**src/rtl/i2c_mode_pkg.sv**
```systemverilog
package i2c_mode_pkg;

    localparam int MODE_W = 2;

    typedef enum logic [MODE_W-1:0] {
        MODE_SLV_RX = 2'b00,
        MODE_SLV_TX = 2'b01,
        MODE_MST_RX = 2'b10,
        MODE_MST_TX = 2'b11
    } mode_e;

    typedef enum logic [2:0] {
        ACT_HOLD     = 3'd0,
        ACT_IDLE_CLR = 3'd1,
        ACT_CLAIM    = 3'd2,
        ACT_RESTART  = 3'd3,
        ACT_DIR_TX   = 3'd4,
        ACT_DIR_RX   = 3'd5,
        ACT_SW_LOAD  = 3'd6
    } act_e;

endpackage

```
**src/rtl/i2c_mode_evt_decode.sv**
```systemverilog
module i2c_mode_evt_decode
    import i2c_mode_pkg::*;
(
    input  logic              cur_master,
    input  logic              ctl_reset,
    input  logic              start_det,
    input  logic              start_req,
    input  logic              bus_busy,
    input  logic              stop_det,
    input  logic              arb_lost,
    input  logic              mst_addr_done,
    input  logic              slv_addr_match,
    input  logic              gcall_match,
    input  logic              addr_rw,
    input  logic              wr_en,
    input  logic              wr_override,
    input  logic              wr_master,
    input  logic              wr_transmit,
    output act_e              act,
    output logic [MODE_W-1:0] sw_mode
);

    assign sw_mode = {wr_master, wr_transmit};

    // One action per cycle, highest priority first
    always_comb begin
        act = ACT_HOLD;
        if (ctl_reset || stop_det || arb_lost) begin
            act = ACT_IDLE_CLR;
        end else if (start_det && start_req) begin
            act = ACT_CLAIM;
        end else if (start_det && bus_busy && !cur_master) begin
            act = ACT_RESTART;
        end else if (cur_master && mst_addr_done) begin
            act = addr_rw ? ACT_DIR_RX : ACT_DIR_TX;
        end else if (!cur_master && gcall_match) begin
            act = ACT_DIR_RX;
        end else if (!cur_master && slv_addr_match) begin
            act = addr_rw ? ACT_DIR_TX : ACT_DIR_RX;
        end else if (wr_en && wr_override) begin
            act = ACT_SW_LOAD;
        end
    end

endmodule

```
**src/rtl/i2c_mode_fsm.sv**
```systemverilog
module i2c_mode_fsm
    import i2c_mode_pkg::*;
(
    input  logic              clk,
    input  logic              rst_n,
    input  act_e              act,
    input  logic [MODE_W-1:0] sw_mode,
    output mode_e             state
);

    mode_e state_nxt;

    always_ff @(posedge clk or negedge rst_n) begin
        if (!rst_n) begin
            state <= MODE_SLV_RX;
        end else begin
            state <= state_nxt;
        end
    end

    always_comb begin
        state_nxt = state;
        unique case (act)
            ACT_HOLD:     state_nxt = state;
            ACT_IDLE_CLR: state_nxt = MODE_SLV_RX;
            ACT_CLAIM:    state_nxt = MODE_MST_TX;
            ACT_RESTART:  state_nxt = MODE_SLV_RX;
            ACT_DIR_TX:   state_nxt = state[1] ? MODE_MST_TX : MODE_SLV_TX;
            ACT_DIR_RX:   state_nxt = state[1] ? MODE_MST_RX : MODE_SLV_RX;
            ACT_SW_LOAD:  state_nxt = mode_e'(sw_mode);
            default:      state_nxt = state;
        endcase
    end

endmodule

```
**src/rtl/i2c_mode_out.sv**
```systemverilog
module i2c_mode_out
    import i2c_mode_pkg::*;
(
    input  mode_e             state,
    output logic              master,
    output logic              transmit,
    output logic [MODE_W-1:0] mode
);

    always_comb begin
        master   = 1'b0;
        transmit = 1'b0;
        unique case (state)
            MODE_SLV_RX: begin master = 1'b0; transmit = 1'b0; end
            MODE_SLV_TX: begin master = 1'b0; transmit = 1'b1; end
            MODE_MST_RX: begin master = 1'b1; transmit = 1'b0; end
            MODE_MST_TX: begin master = 1'b1; transmit = 1'b1; end
            default:     begin master = 1'b0; transmit = 1'b0; end
        endcase
        mode = state;
    end

endmodule

```
**src/rtl/i2c_mode_tracker.sv**
```systemverilog
module i2c_mode_tracker
    import i2c_mode_pkg::*;
(
    input  logic       clk,
    input  logic       rst_n,
    input  logic       ctl_reset,
    input  logic       start_det,
    input  logic       start_req,
    input  logic       bus_busy,
    input  logic       stop_det,
    input  logic       arb_lost,
    input  logic       mst_addr_done,
    input  logic       slv_addr_match,
    input  logic       gcall_match,
    input  logic       addr_rw,
    input  logic       wr_en,
    input  logic       wr_override,
    input  logic       wr_master,
    input  logic       wr_transmit,
    output logic       master,
    output logic       transmit,
    output logic [1:0] mode
);

    act_e              act;
    logic [MODE_W-1:0] sw_mode;
    mode_e             state;

    i2c_mode_evt_decode u_dec (
        .cur_master     (master),
        .ctl_reset      (ctl_reset),
        .start_det      (start_det),
        .start_req      (start_req),
        .bus_busy       (bus_busy),
        .stop_det       (stop_det),
        .arb_lost       (arb_lost),
        .mst_addr_done  (mst_addr_done),
        .slv_addr_match (slv_addr_match),
        .gcall_match    (gcall_match),
        .addr_rw        (addr_rw),
        .wr_en          (wr_en),
        .wr_override    (wr_override),
        .wr_master      (wr_master),
        .wr_transmit    (wr_transmit),
        .act            (act),
        .sw_mode        (sw_mode)
    );

    i2c_mode_fsm u_fsm (
        .clk     (clk),
        .rst_n   (rst_n),
        .act     (act),
        .sw_mode (sw_mode),
        .state   (state)
    );

    i2c_mode_out u_out (
        .state    (state),
        .master   (master),
        .transmit (transmit),
        .mode     (mode)
    );

endmodule

```
**config.mk**
```make
export PLATFORM = sky130hd
export DESIGN_NAME = i2c_mode_tracker
export DESIGN_NICKNAME = d
export VERILOG_FILES = /design/src/rtl/i2c_mode_pkg.sv /design/src/rtl/i2c_mode_evt_decode.sv /design/src/rtl/i2c_mode_fsm.sv /design/src/rtl/i2c_mode_out.sv /design/src/rtl/i2c_mode_tracker.sv
export SDC_FILE = /design/constraint.sdc
export NUM_CORES = 1
export LEC_CHECK = 0
export BUFFER_PORTS_ARGS = -buffer_cell sky130_fd_sc_hd__buf_2
export CAP_MARGIN = 30
export CORE_AREA = 2 2 39 41
export DETAILED_ROUTE_END_ITERATION = 8
export DIE_AREA = 0 0 41 43
export HOLD_SLACK_MARGIN = 0.1
export MAX_ROUTING_LAYER = met4
export SYNTH_ARGS = -nofsm -noshare
export SYNTH_HDL_FRONTEND = slang
export SYNTH_HIERARCHICAL = 1
export SYNTH_SLANG_ARGS = --single-unit
```
**constraint.sdc**
```tcl
create_clock -name clk -period 1.98 [get_ports clk]
set_clock_uncertainty 0.15 [all_clocks]
set_input_delay 0.099 -clock clk [delete_from_list [all_inputs] [get_ports clk]]
set_output_delay 0.099 -clock clk [all_outputs]
set_load 0.005 [all_outputs]
```
==> results.py <==
metrics = {
    "status": {
        "status": "completed",
    },
    "sta": {
        "max-slew-margin-rel": 0.7695,
        "setup_viol_count_final": 0,
        "fmax_mhz": 581.8,
        "layout_setup_ws_ns": 0.2613,
        "fin_crit_ns": 1.719,
        "fin_setup_tns_ns": 0,
        "slew_viol_final": 0,
        "finalHoldViolations": 0,
        "fin_crit_sh": 0.8680,
        "tightestPinTransition_ns": 0.3434,
        "rsz0062_at_grt": "false",
    },
    "route": {
        "drc": 0,
        "top_layer": "met3",
        "drt_first_pass_iters": 2,
        "wl_met3_um": 65,
        "drtIter0Drc": 1,
        "viasPerCell": 4.343,
        "wirelength_um": 638,
        "vias": 291,
        "wl_met2_um": 312,
        "ant_nets": 0,
        "met1_length_um": 260,
        "wl_per_cell_um": 9.522,
    },
    "floorplanning": {
        "coreArea_mm2": 0.001384,
        "io_pins": 20,
        "die_area_mm2": 0.001763,
        "num_rows": 14,
        "die_h_um": 43,
        "initial_utilization": 0.1962,
        "die_width_um": 41,
    },
    "critical_path": {
        "worst_ep_arrival_time_ns": 1.65,
        "start_kind": "register",
        "critPathKind": "register to register",
        "required_ns": 1.91,
        "cp-end-kind": "register",
        "crit_fanout": 10,
    },
    "clock_network": {
        "clock-sinks": 2,
        "clk_path_buf_depth": 2,
        "cts_max_level": 1,
        "cts_tree": "done",
        "cts.clk_slew.worst_paths_ns": 0.03,
        "insertion_delay_ns": 0.22,
        "cts_root_buffer": "clkbuf_4",
        "numCtsBuffers": 3,
    },
    "pwr": {
        "combPwrFrac": 0.241,
        "swShare": 0.2223,
        "p_int_mw": 0.1322,
        "design_power_total_mw": 0.1700,
        "clockPowerShare": 0.514,
        "ir_worst_vdd_mv": 0.09014,
        "switchingPower_mw": 0.03779,
        "power.density_mw_per_mm2": 423.2,
        "p_leak_nw": 0.1909,
        "seqPwrFrac": 0.245,
    },
    "placement": {
        "pre_cts_ws_ns": 0.2822,
        "hpwl_um": 535,
        "gp_congestion": 0.7103,
        "io_buffers": 19,
    },
    "finish": {
        "fillers": 158,
        "utilization": 0.2902,
        "area_growth_pct": 47.93,
        "antenna_cells": 0,
        "largest_reg_flops": 2,
        "fin_nets": 69,
        "reg.largest.list": "u_fsm/state: 2 flops",
        "final_layout_size_suffix_gt1_frac": 0.4902,
        "regMostFlops": "u_fsm/state",
    },
    "synthesis": {
        "yosys_warnings": 6,
        "avgSynthCellArea_um2": 8.485,
        "synth_nets": 48,
        "synth_seq_cells": 2,
        "syn_area_um2": 271.5,
        "synth_cells": 32,
        "synthDistinctLibCells": 21,
        "ys_seq_area_frac": 0.1843,
    },
    "global_route": {
        "grt_pass1_wl_um": 972,
        "grt_pass1_vias": 281,
        "antenna_found_initial": 0,
        "grt_start_max_net_pins": 11,
        "grt_usage": 0.08299,
        "overflow": 0,
    },
    "min_path": {
        "holdCritPathClass": "primary input to register",
    },
    "job": {
        "drv_cap": 0,
    },
}
==> cell usage in the layout (no fill, tap or decap) <==
master	instances
a21boi_1	1
a211oi_1	1
o21bai_1	1
o2111ai_1	1
nor4bb_1	1
and4bb_1	1
nor3_1	1
and3_1	1
o211ai_1	1
o21ai_1	2
dlygate4sd3_1	3
dfrtp_1	2
a22o_1	1
inv_1	1
nor2_1	2
nor2b_1	1
buf_2	19
clkbuf_4	3
a221oi_2	1
nand2_1	5
nor2b_4	1
a2111oi_4	1
==> worst max-delay path, stage by stage, from the launching register on <==
cell	delay, ns
dfrtp_1	0.48
nand2_1	0.13
o2111ai_1	0.13
a21boi_1	0.33
nor4bb_1	0.26
a211oi_1	0.08
==> Yosys cell counts <==
| library cell | n | share of area |
|---|---|---|
| nand2_1 | 5 | 0.069 |
| buf_4 | 4 | 0.11 |
| clkbuf_1 | 2 | 0.028 |
| dfrtp_1 | 2 | 0.18 |
| nor2_1 | 2 | 0.028 |
| o21ai_1 | 2 | 0.037 |
| a2111oi_4 | 1 | 0.10 |
| a211oi_1 | 1 | 0.028 |
| a21boi_1 | 1 | 0.028 |
| a221oi_2 | 1 | 0.055 |
| a22o_1 | 1 | 0.032 |
| and3_1 | 1 | 0.023 |
| and4bb_1 | 1 | 0.046 |
| inv_1 | 1 | 0.014 |
| nor2b_1 | 1 | 0.023 |
| nor2b_4 | 1 | 0.051 |
| nor3_1 | 1 | 0.018 |
| nor4bb_1 | 1 | 0.037 |
| o2111ai_1 | 1 | 0.032 |
| o211ai_1 | 1 | 0.028 |
| o21bai_1 | 1 | 0.028 |
==> path summary, 6_finish.rpt <==
path / slack [ns] / from / cells after the start / end
min in group asynchronous: 0.59 / rst_n / 3 / u_fsm/state[0]
worst min register to register: 0.44 / u_fsm/state[0] / 2 / u_fsm/state[0]
max in group asynchronous: 0.96 / rst_n / 3 / u_fsm/state[1]
worst min-delay path: 0.17 / wr_transmit / 3 / u_fsm/state[0]
worst max-delay path: 0.26 / u_fsm/state[1] / 5 / u_fsm/state[1]
worst max register to register: 0.26 / u_fsm/state[1] / 5 / u_fsm/state[1]
==> timing repair <==
action | in CTS | in global routing
hold buffers | 3 | 0
gates resized for setup | 0 | 0
setup buffers | 0 | 0
endpoints found under the hold margin | 3 | 0
endpoints found under the setup margin | 0 | 0
==> per-stage QoR <==
stage	instance area, um2	hold WS, ns	cells
2_1_floorplan	271.5	-0.3466	32
3_3_place_gp	349.1	-0.2642	61
3_5_place_dp	349.1	-0.2595	61
4_1_cts	401.6	0.1579	67
5_1_grt	401.6	0.1632	67
6_report	401.6	0.1652	67
==> cell families (layout without fill, tap and decap cells) <==
logic type             count (synthesis)  in the layout  synth area share
DFF                                    2              2            0.1843
buffers and inverters                  7             26            0.1521
and+or+nand+nor                       13             13            0.2949
AOI/OAI and AO/OA                     10             10            0.3687
==> cell type report <==
class	instances	area, um2	share of cell area
multi-input combinational	23	180.2	0.4486
timing repair buffer	22	125.1	0.3115
sequential	2	50.05	0.1246
clock buffer	3	22.52	0.05607
tap	16	20.02	0.04984
inverter	1	3.754	0.009346
==> power groups by stage <==
stage	clock network (mW)	registers [mW]	logic, mW
global route	0.0965	0.0416	0.0453
global placement	0	0.0420	0.0362
CTS	0.0928	0.0416	0.0416
floorplan	0	0.0419	0.0183
finish	0.0874	0.0416	0.0410
detailed placement	0	0.0420	0.0368
==> metal layers <==
metal  vias up  track usage
li1        152            -
met1       126      0.07937
met2        13       0.1375
met3         0      0.01571
met4         0      0.06000
met5         -            -
Note: power is estimated with default switching activity, not from simulation.
